### config.mk
export PLATFORM = sky130hd
export DESIGN_NAME = banked_gpio
export DESIGN_NICKNAME = d
export VERILOG_FILES = /design/src/rtl/banked_gpio_pkg.sv /design/src/rtl/banked_gpio_sync.sv /design/src/rtl/banked_gpio_bank.sv /design/src/rtl/banked_gpio.sv
export SDC_FILE = /design/constraint.sdc
export NUM_CORES = 1
export LEC_CHECK = 0
export ABC_AREA = 1
export BUFFER_PORTS_ARGS = -buffer_cell sky130_fd_sc_hd__buf_2
export CORE_UTILIZATION = 53
export DETAILED_ROUTE_END_ITERATION = 16
export PLACE_DENSITY = 0.83
export SLEW_MARGIN = 20
export SYNTH_ARGS = -nofsm -noshare
export SYNTH_HDL_FRONTEND = slang
export SYNTH_HIERARCHICAL = 1
export SYNTH_SLANG_ARGS = --single-unit
### constraint.sdc
create_clock -name clk -period 1.32 [get_ports clk]
set_clock_uncertainty 0.15 [all_clocks]
set_input_delay 0.198 -clock clk [delete_from_list [all_inputs] [get_ports clk]]
set_output_delay 0.198 -clock clk [all_outputs]
set_load 0.005 [all_outputs]
### src/rtl/banked_gpio_pkg.sv
`timescale 1ns/1ps
package banked_gpio_pkg;
   // Register offsets inside one bank window (software-visible layout)
   localparam logic [5:0] OFF_MSTAT = 6'h00;
   localparam logic [5:0] OFF_RAW   = 6'h04;
   localparam logic [5:0] OFF_MSET  = 6'h08;
   localparam logic [5:0] OFF_MCLR  = 6'h0C;
   localparam logic [5:0] OFF_DIR   = 6'h10;
   localparam logic [5:0] OFF_OUT   = 6'h14;
   localparam logic [5:0] OFF_IN    = 6'h18;
   localparam logic [5:0] OFF_LVL   = 6'h20;
endpackage

### src/rtl/banked_gpio_sync.sv
`timescale 1ns/1ps
module banked_gpio_sync #(
   parameter int W      = 32,
   parameter int STAGES = 2
) (
   input  logic         clk,
   input  logic         rst_n,
   input  logic [W-1:0] d,
   output logic [W-1:0] q
);
   generate
      if (STAGES == 0) begin : g_bypass
         assign q = d;
      end else begin : g_chain
         logic [W-1:0] st [STAGES];
         always_ff @(posedge clk or negedge rst_n) begin
            if (!rst_n) begin
               for (int i = 0; i < STAGES; i++) st[i] <= '0;
            end else begin
               st[0] <= d;
               for (int i = 1; i < STAGES; i++) st[i] <= st[i-1];
            end
         end
         assign q = st[STAGES-1];
      end
   endgenerate
endmodule

### src/rtl/banked_gpio_bank.sv
`timescale 1ns/1ps
module banked_gpio_bank #(
   parameter int W = 8
) (
   input  logic         clk,
   input  logic         rst_n,
   input  logic         wr_dir,
   input  logic         wr_out,
   input  logic         wr_mset,
   input  logic         wr_mclr,
   input  logic         wr_ack,
   input  logic         wr_lvl,
   input  logic [W-1:0] wbyte,
   input  logic [W-1:0] level_in,
   output logic [W-1:0] dir_q,
   output logic [W-1:0] out_q,
   output logic [W-1:0] mask_q,
   output logic [W-1:0] lvl_q,
   output logic [W-1:0] raw_q
);
   logic [W-1:0] prev_q;
   logic [W-1:0] ack_v;
   logic [W-1:0] raw_d;

   assign ack_v = wr_ack ? wbyte : '0;
   // level pins follow the level, edge pins latch rising edges until acknowledged
   assign raw_d = (lvl_q & level_in)
                | (~lvl_q & ((raw_q & ~ack_v) | (level_in & ~prev_q)));

   always_ff @(posedge clk or negedge rst_n) begin
      if (!rst_n) begin
         dir_q  <= '1;
         out_q  <= '0;
         mask_q <= '1;
         lvl_q  <= '0;
         raw_q  <= '0;
         prev_q <= '0;
      end else begin
         if (wr_dir) dir_q <= wbyte;
         if (wr_out) out_q <= wbyte;
         if (wr_lvl) lvl_q <= wbyte;
         if (wr_mset)      mask_q <= mask_q | wbyte;
         else if (wr_mclr) mask_q <= mask_q & ~wbyte;
         raw_q  <= raw_d;
         prev_q <= level_in;
      end
   end
endmodule

### src/rtl/banked_gpio.sv
`timescale 1ns/1ps
module banked_gpio
   import banked_gpio_pkg::*;
#(
   parameter int NUM_BANKS   = 4,
   parameter int BANK_W      = 8,
   parameter int STRIDE_LOG2 = 6,
   parameter int ADDR_W      = 8,
   parameter int DATA_W      = 32,
   parameter int SYNC_STAGES = 2
) (
   input  logic                        clk,
   input  logic                        rst_n,
   input  logic                        bus_sel,
   input  logic                        bus_wr,
   input  logic [ADDR_W-1:0]           bus_addr,
   input  logic [DATA_W-1:0]           bus_wdata,
   output logic [DATA_W-1:0]           bus_rdata,
   output logic [NUM_BANKS*BANK_W-1:0] pin_out,
   output logic [NUM_BANKS*BANK_W-1:0] pin_oe,
   input  logic [NUM_BANKS*BANK_W-1:0] pin_in,
   output logic                        irq
);
   localparam int NUM_PINS = NUM_BANKS * BANK_W;
   localparam int SEL_W    = (NUM_BANKS > 1) ? $clog2(NUM_BANKS) : 1;
   localparam int DEC_W    = STRIDE_LOG2 + SEL_W;

   // elaboration-time parameter checks
   generate
      if (NUM_BANKS < 2 || (1 << SEL_W) != NUM_BANKS) begin : g_bad_banks
         $error("NUM_BANKS must be a power of two of at least 2");
      end
      if (BANK_W < 1 || BANK_W > DATA_W) begin : g_bad_width
         $error("BANK_W must lie in 1..DATA_W");
      end
      if (STRIDE_LOG2 < 6) begin : g_bad_stride
         $error("bank window must hold offsets up to 0x3F");
      end
      if (ADDR_W < DEC_W) begin : g_bad_addr
         $error("ADDR_W too small for the bank map");
      end
      if (SYNC_STAGES < 0) begin : g_bad_sync
         $error("SYNC_STAGES must not be negative");
      end
   endgenerate

   logic [STRIDE_LOG2-1:0] off;
   logic [SEL_W-1:0]       bank_idx;
   logic                   in_map;
   logic                   is_wr;
   logic [BANK_W-1:0]      wbyte;
   logic [NUM_PINS-1:0]    pin_sync;
   logic [NUM_PINS-1:0]    mask_flat;
   logic [NUM_PINS-1:0]    mstat_flat;
   logic [BANK_W-1:0]      rd_byte;

   logic [BANK_W-1:0] dir_a   [NUM_BANKS];
   logic [BANK_W-1:0] out_a   [NUM_BANKS];
   logic [BANK_W-1:0] mask_a  [NUM_BANKS];
   logic [BANK_W-1:0] lvl_a   [NUM_BANKS];
   logic [BANK_W-1:0] raw_a   [NUM_BANKS];
   logic [BANK_W-1:0] mstat_a [NUM_BANKS];
   logic [BANK_W-1:0] in_a    [NUM_BANKS];

   assign off      = bus_addr[STRIDE_LOG2-1:0];
   assign bank_idx = bus_addr[DEC_W-1:STRIDE_LOG2];
   assign wbyte    = bus_wdata[BANK_W-1:0];
   assign is_wr    = bus_sel && bus_wr && in_map;

   generate
      if (ADDR_W > DEC_W) begin : g_hi_addr
         assign in_map = (bus_addr[ADDR_W-1:DEC_W] == '0);
      end else begin : g_full_addr
         assign in_map = 1'b1;
      end
      if (DATA_W > BANK_W) begin : g_wide_data
         logic unused_wdata_hi;
         assign unused_wdata_hi = ^bus_wdata[DATA_W-1:BANK_W];
      end
   endgenerate

   banked_gpio_sync #(.W(NUM_PINS), .STAGES(SYNC_STAGES)) u_sync (
      .clk   (clk),
      .rst_n (rst_n),
      .d     (pin_in),
      .q     (pin_sync)
   );

   generate
      for (genvar k = 0; k < NUM_BANKS; k++) begin : g_bank
         logic hit;
         assign hit = is_wr && (bank_idx == SEL_W'(k));

         banked_gpio_bank #(.W(BANK_W)) u_bank (
            .clk      (clk),
            .rst_n    (rst_n),
            .wr_dir   (hit && off == STRIDE_LOG2'(OFF_DIR)),
            .wr_out   (hit && off == STRIDE_LOG2'(OFF_OUT)),
            .wr_mset  (hit && off == STRIDE_LOG2'(OFF_MSET)),
            .wr_mclr  (hit && off == STRIDE_LOG2'(OFF_MCLR)),
            .wr_ack   (hit && off == STRIDE_LOG2'(OFF_RAW)),
            .wr_lvl   (hit && off == STRIDE_LOG2'(OFF_LVL)),
            .wbyte    (wbyte),
            .level_in (pin_sync[k*BANK_W +: BANK_W]),
            .dir_q    (dir_a[k]),
            .out_q    (out_a[k]),
            .mask_q   (mask_a[k]),
            .lvl_q    (lvl_a[k]),
            .raw_q    (raw_a[k])
         );

         assign in_a[k]                        = pin_sync[k*BANK_W +: BANK_W];
         assign mstat_a[k]                     = raw_a[k] & ~mask_a[k];
         assign pin_out[k*BANK_W +: BANK_W]    = out_a[k];
         assign pin_oe[k*BANK_W +: BANK_W]     = ~dir_a[k];
         assign mask_flat[k*BANK_W +: BANK_W]  = mask_a[k];
         assign mstat_flat[k*BANK_W +: BANK_W] = mstat_a[k];
      end
   endgenerate

   assign irq = |mstat_flat;

   always_comb begin
      rd_byte = '0;
      if (in_map) begin
         case (off)
            STRIDE_LOG2'(OFF_MSTAT): rd_byte = mstat_a[bank_idx];
            STRIDE_LOG2'(OFF_RAW):   rd_byte = raw_a[bank_idx];
            STRIDE_LOG2'(OFF_MSET):  rd_byte = mask_a[bank_idx];
            STRIDE_LOG2'(OFF_DIR):   rd_byte = dir_a[bank_idx];
            STRIDE_LOG2'(OFF_OUT):   rd_byte = out_a[bank_idx];
            STRIDE_LOG2'(OFF_IN):    rd_byte = in_a[bank_idx];
            STRIDE_LOG2'(OFF_LVL):   rd_byte = lvl_a[bank_idx];
            default:                 rd_byte = '0;
         endcase
      end
   end

   always_ff @(posedge clk or negedge rst_n) begin
      if (!rst_n)                  bus_rdata <= '0;
      else if (bus_sel && !bus_wr) bus_rdata <= DATA_W'(rd_byte);
   end
endmodule

* Word level (Yosys, flattened, before mapping)
Cells that the tools add are included.
** Operators by class
- $lt $le $gt $ge :: 1
- Eq/ne operators :: 10
- Muxes and demuxes :: 34
- Bitwise logic cells :: 58
- Reductions and logical operators :: 38
** Operators by type and width (count)
- $mux W8 :: 26
- $and A8 B8 Y8 :: 24
- $not A8 Y8 :: 21
- $bmux W8 S2 :: 7
- $or A8 B8 Y8 :: 12
- $pmux W8 S7 :: 1
- $reduce_or A32 Y1 :: 1
- $logic_and A1 B1 Y1 :: 30
- $eq A6 B5 Y1 const B :: 3
- $eq A6 B4 Y1 const B :: 2
- $reduce_bool A2 Y1 :: 4
- $eq A6 B3 Y1 const B :: 1
- $eq A6 B6 Y1 const B :: 1
- $logic_not A6 Y1 :: 1
- $eq A2 B2 Y1 const B :: 2
- $ge A3 B3 Y1 const B :: 1
- $not A2 Y3 :: 1
- $eq A2 B1 Y1 const B :: 1
- $logic_not A2 Y1 :: 1
- $logic_not A1 Y1 :: 1
** Storage, ports and cells
- Bits in registers :: 264
- Input bits :: 76
- Output and inout bits :: 97
- Logic and storage cells :: 168

* Depth between registers and ports, before layout
- Word-level depth :: 9
- Mapped depth :: 14
- Depth with buffers taken out :: 11

* Modules after synthesis
The synthesis kept the hierarchy.
** By module, submodules not included
- banked_gpio_bank :: instances 4, cells each 184, area an instance 1878.1 um^2, sequential area each 1221.2 um^2
- banked_gpio :: instances 1, cells each 850, area an instance 3599.7 um^2, sequential area each 200.2 um^2
- banked_gpio_sync :: instances 1, cells each 96, area an instance 1841.8 um^2, sequential area each 1601.5 um^2

* Least setup slack after synthesis
Ideal clock, no wire load.
- Path kind :: input -> register
- Start point :: input bus_addr[5]
- End point :: register g_bank[0].u_bank.lvl_q[5]
- Setup time :: 126 ps
- Arrival :: 1323 ps
- Data required time :: 1044 ps
- Path slack :: -279 ps
- Cell stages on the path :: 7
- Path buffers :: 1
- Path through :: inv_1 or2_2 nor2_2 inv_1 nor2_1 buf_6 o21ai_0
** Between the ends
- Longest elaborated chain between the ends :: 2
** Ends and longest elaborated chain
- from (decl) :: line banked_gpio.sv:16 : input logic [ADDR_W-1:0] bus_addr,
- $eq A6 B6 Y1 :: line banked_gpio.sv:102 : .wr_lvl (hit && off == STRIDE_LOG2'(OFF_LVL)),
- $logic_and A1 B1 Y1 :: line banked_gpio.sv:102
- to (signal assigned) :: line banked_gpio_bank.sv:41 : if (wr_lvl) lvl_q <= wbyte;
- to (decl) :: line banked_gpio_bank.sv:18 : output logic [W-1:0] lvl_q,
Every way passes these cells.
A chain may end at the register's enable or synchronous reset.

==> metrics.txt <==
Die Span X=158 µm; area occupied by multi-input gates=5380 µm²; internal cell power=14.7 mW; Static Leak=9.40 nW; Synth Warn #=6; sw power=5.10 mW; worst path arrival time=1.95 ns; Synth Area per Inst=7.70 µm²; Clk Latency, worst-skew pair=0.56 ns; share of layout cells above drive strength 1=35.7%; #FFs+latches synth=264; Final period util=174%; die height=158 µm; count leader, synth=nand2_1; drt drc=0; Remaining Overflow, GRT=0; initial antenna violation count=2; global-route wire length before repair=65,800 µm; Setup violations, final=81; GPL Wtd Cong=0.941; post-DP HPWL=29,000 µm; worst hold slack=0.0378 ns; largest net degree at the start of global routing=51; via/cell ratio=5.18; Die ar.=25,100 µm²; FFs w/ async S/R, synth=100%; design area=18,200 µm²; Initial Util=54.5%; failing checks=setup timing; peak supply drop=0.00118 V; status=complete, but fails checks; FMAX=435 MHz; Mapped Area=13,000 µm²; Post-synth EDFFs=0; routed vias=12,600; Nets=2,167; WS Path Type=register to primary output; DRT iter0 DRCs=1,515; Syn-to-layout area delta=40.6%; input/output buffers=124; Clock Pin Slew Worst Setup and Hold Paths=0.06 ns; post-route ant nets=0; Filler cells=1,552; predominant post-synthesis flop cell=dfrtp_1; number of cell rows=56; sequential share of power=44.2%; Non-Filler Instances=2,432; Final Slew Violations=0; Root Buffer=clkbuf_16; post-layout min period=2.30 ns; Gate power share=14.5%; Critical Path RT=0.97 ns; M2 GR Usage=57.9%; MaxCap Viol Count=0; Area after DPL=15,400 µm²; CORE AREA=23,800 µm²; Hold Vio Cnt, Final=0; CTS max path bufs=3; PwrDens=1090 nW/µm²; DRT Wirelength=44,000 µm; Yosys top cell area share=38.6%; H-tree Lvls=1; Clock Sinks=264; RSZ-0062 raised after global routing=true; Seq/Total Area, Yosys=51.6%; vias in the first global route=12,600; final worst slack=-0.980 ns; Yosys top cell by area=dfrtp_1; HP Class=input port to asynchronous set/reset pin; gr usage total=35.2%; GR peak layer=met2; Clock power frac=41.3%; DR pass1 iterations=6; dpl cells=2,266; top cells by area, synth=dfrtp_1 39%, nand2_1 23%, dfstp_2 13%, nor2_1 4.2%, inv_1 4.1%; Max FO, Critical Path=2; final core utilization=76.7%; met3 usage=5.93%; TritonCTS Buffers=27; GRT met1 Usage=43.8%; Worst Setup End Kind=primary output; CTS tree=done; Sequential cell area=6690 µm²; cell count after synthesis=1,682; Sw Share=25.7%; distinct cell type count after synthesis=24; # IOs=173; wire per inst=18.1 µm; commonest cells in the netlist=808 x nand2_1, 200 x dfrtp_1, 144 x nor2_1, 143 x inv_1, 64 x dfstp_2; crit start category=register
==> metrics by stage <==
stage	power, mW	TNS [ns]	setup slack, ns
detailed placement	11.1	-54.00	-0.619
global placement	11.0	-49.03	-0.641
finish	19.8	-19.32	-0.980
CTS	19.7	-19.58	-0.981
floorplan	9.93	-9.45	-0.130
global route	20.5	-22.26	-1.07
==> worst max-delay path: stages (launching register included) <==
cell	delay, ns
dfstp_2	0.54
nor2_2	0.04
nor4_1	0.26
buf_4	0.15
nand2_1	0.04
nor2_1	0.10
nand2_1	0.11
buf_2	0.15
==> power by group through the flow <==
| stage | clock (mW) | sequential, mW | combinational, mW |
|---|---|---|---|
| CTS | 8.27 | 8.74 | 2.69 |
| global placement | 0 | 8.84 | 2.21 |
| global route | 8.57 | 8.79 | 3.12 |
| floorplan | 0 | 8.83 | 1.10 |
| detailed placement | 0 | 8.86 | 2.26 |
| finish | 8.19 | 8.75 | 2.88 |
==> placed cells by master, fill, tap and decap left out, drive strengths merged <==
master       Yosys  final
nor2           168    168
buf            113    430
nand3           41     41
dlygate4sd3      0     42
nand2          808    808
inv            146    148
clkinv           0      3
a21oi           64     64
dfrtp          200    200
dfstp           64     64
conb             1     24
or2              1      1
diode            0      1
clkbuf           3     42
nor4             8      8
bufinv           0      4
nand4            1      1
o21ai           64     64
==> per-layer routing <==
metal	up-vias	routed length (µm)	part of all wire [%]
li1	5837	-	-
met1	5944	16700	38
met2	665	21100	48
met3	160	3570	8.1
met4	0	2600	5.9
met5	-	0	0
==> area by class of cell <==
type                       count  area share [%]
clock buffer                  41            4.33
inverter                     146            3.08
tap                          319            2.19
timing repair buffer         473            23.2
clock inverter                 9           0.900
multi-input combinational   1179            29.5
antenna                        1          0.0137
sequential                   264            36.7
==> timing repair <==
action | CTS | global route
setup endpoints to repair | 81 | 84
gates cloned | 0 | 0
pin swaps | 63 | 76
hold endpoints to repair | 372 | 0
gates resized for setup | 176 | 71
hold buffers | 42 | 0
buffers inserted | 77 | 25
==> cell families (layout without fill, tap and decap cells) <==
logic type | Yosys count | count (layout) | synth area share (%)
AO/OA/AOI/OAI | 128 | 128 | 6.10
buffers and inverters | 262 | 669 | 11.3
other | 1 | 25 | 0.0289
flip-flops | 264 | 264 | 51.6
AND/OR/NAND/NOR | 1027 | 1027 | 30.9
==> path summary, 6_finish.rpt <==
kind	depth (start not counted)	slack, ns	start	end
setup / recovery	7	-0.98	register	irq
hold / removal	2	0.04	rst_n	g_bank[0].u_bank/out_q[6]
setup reg to reg	10	-0.30	register	bus_rdata[3]
hold reg to reg	0	0.19	u_sync/g_chain.st[37]	u_sync/q[5]
max in group asynchronous	3	0.36	rst_n	asynchronous set/reset pin
min in group clk	6	0.04	bus_sel	bus_rdata[0]
Power figures use the tool's default switching activity.
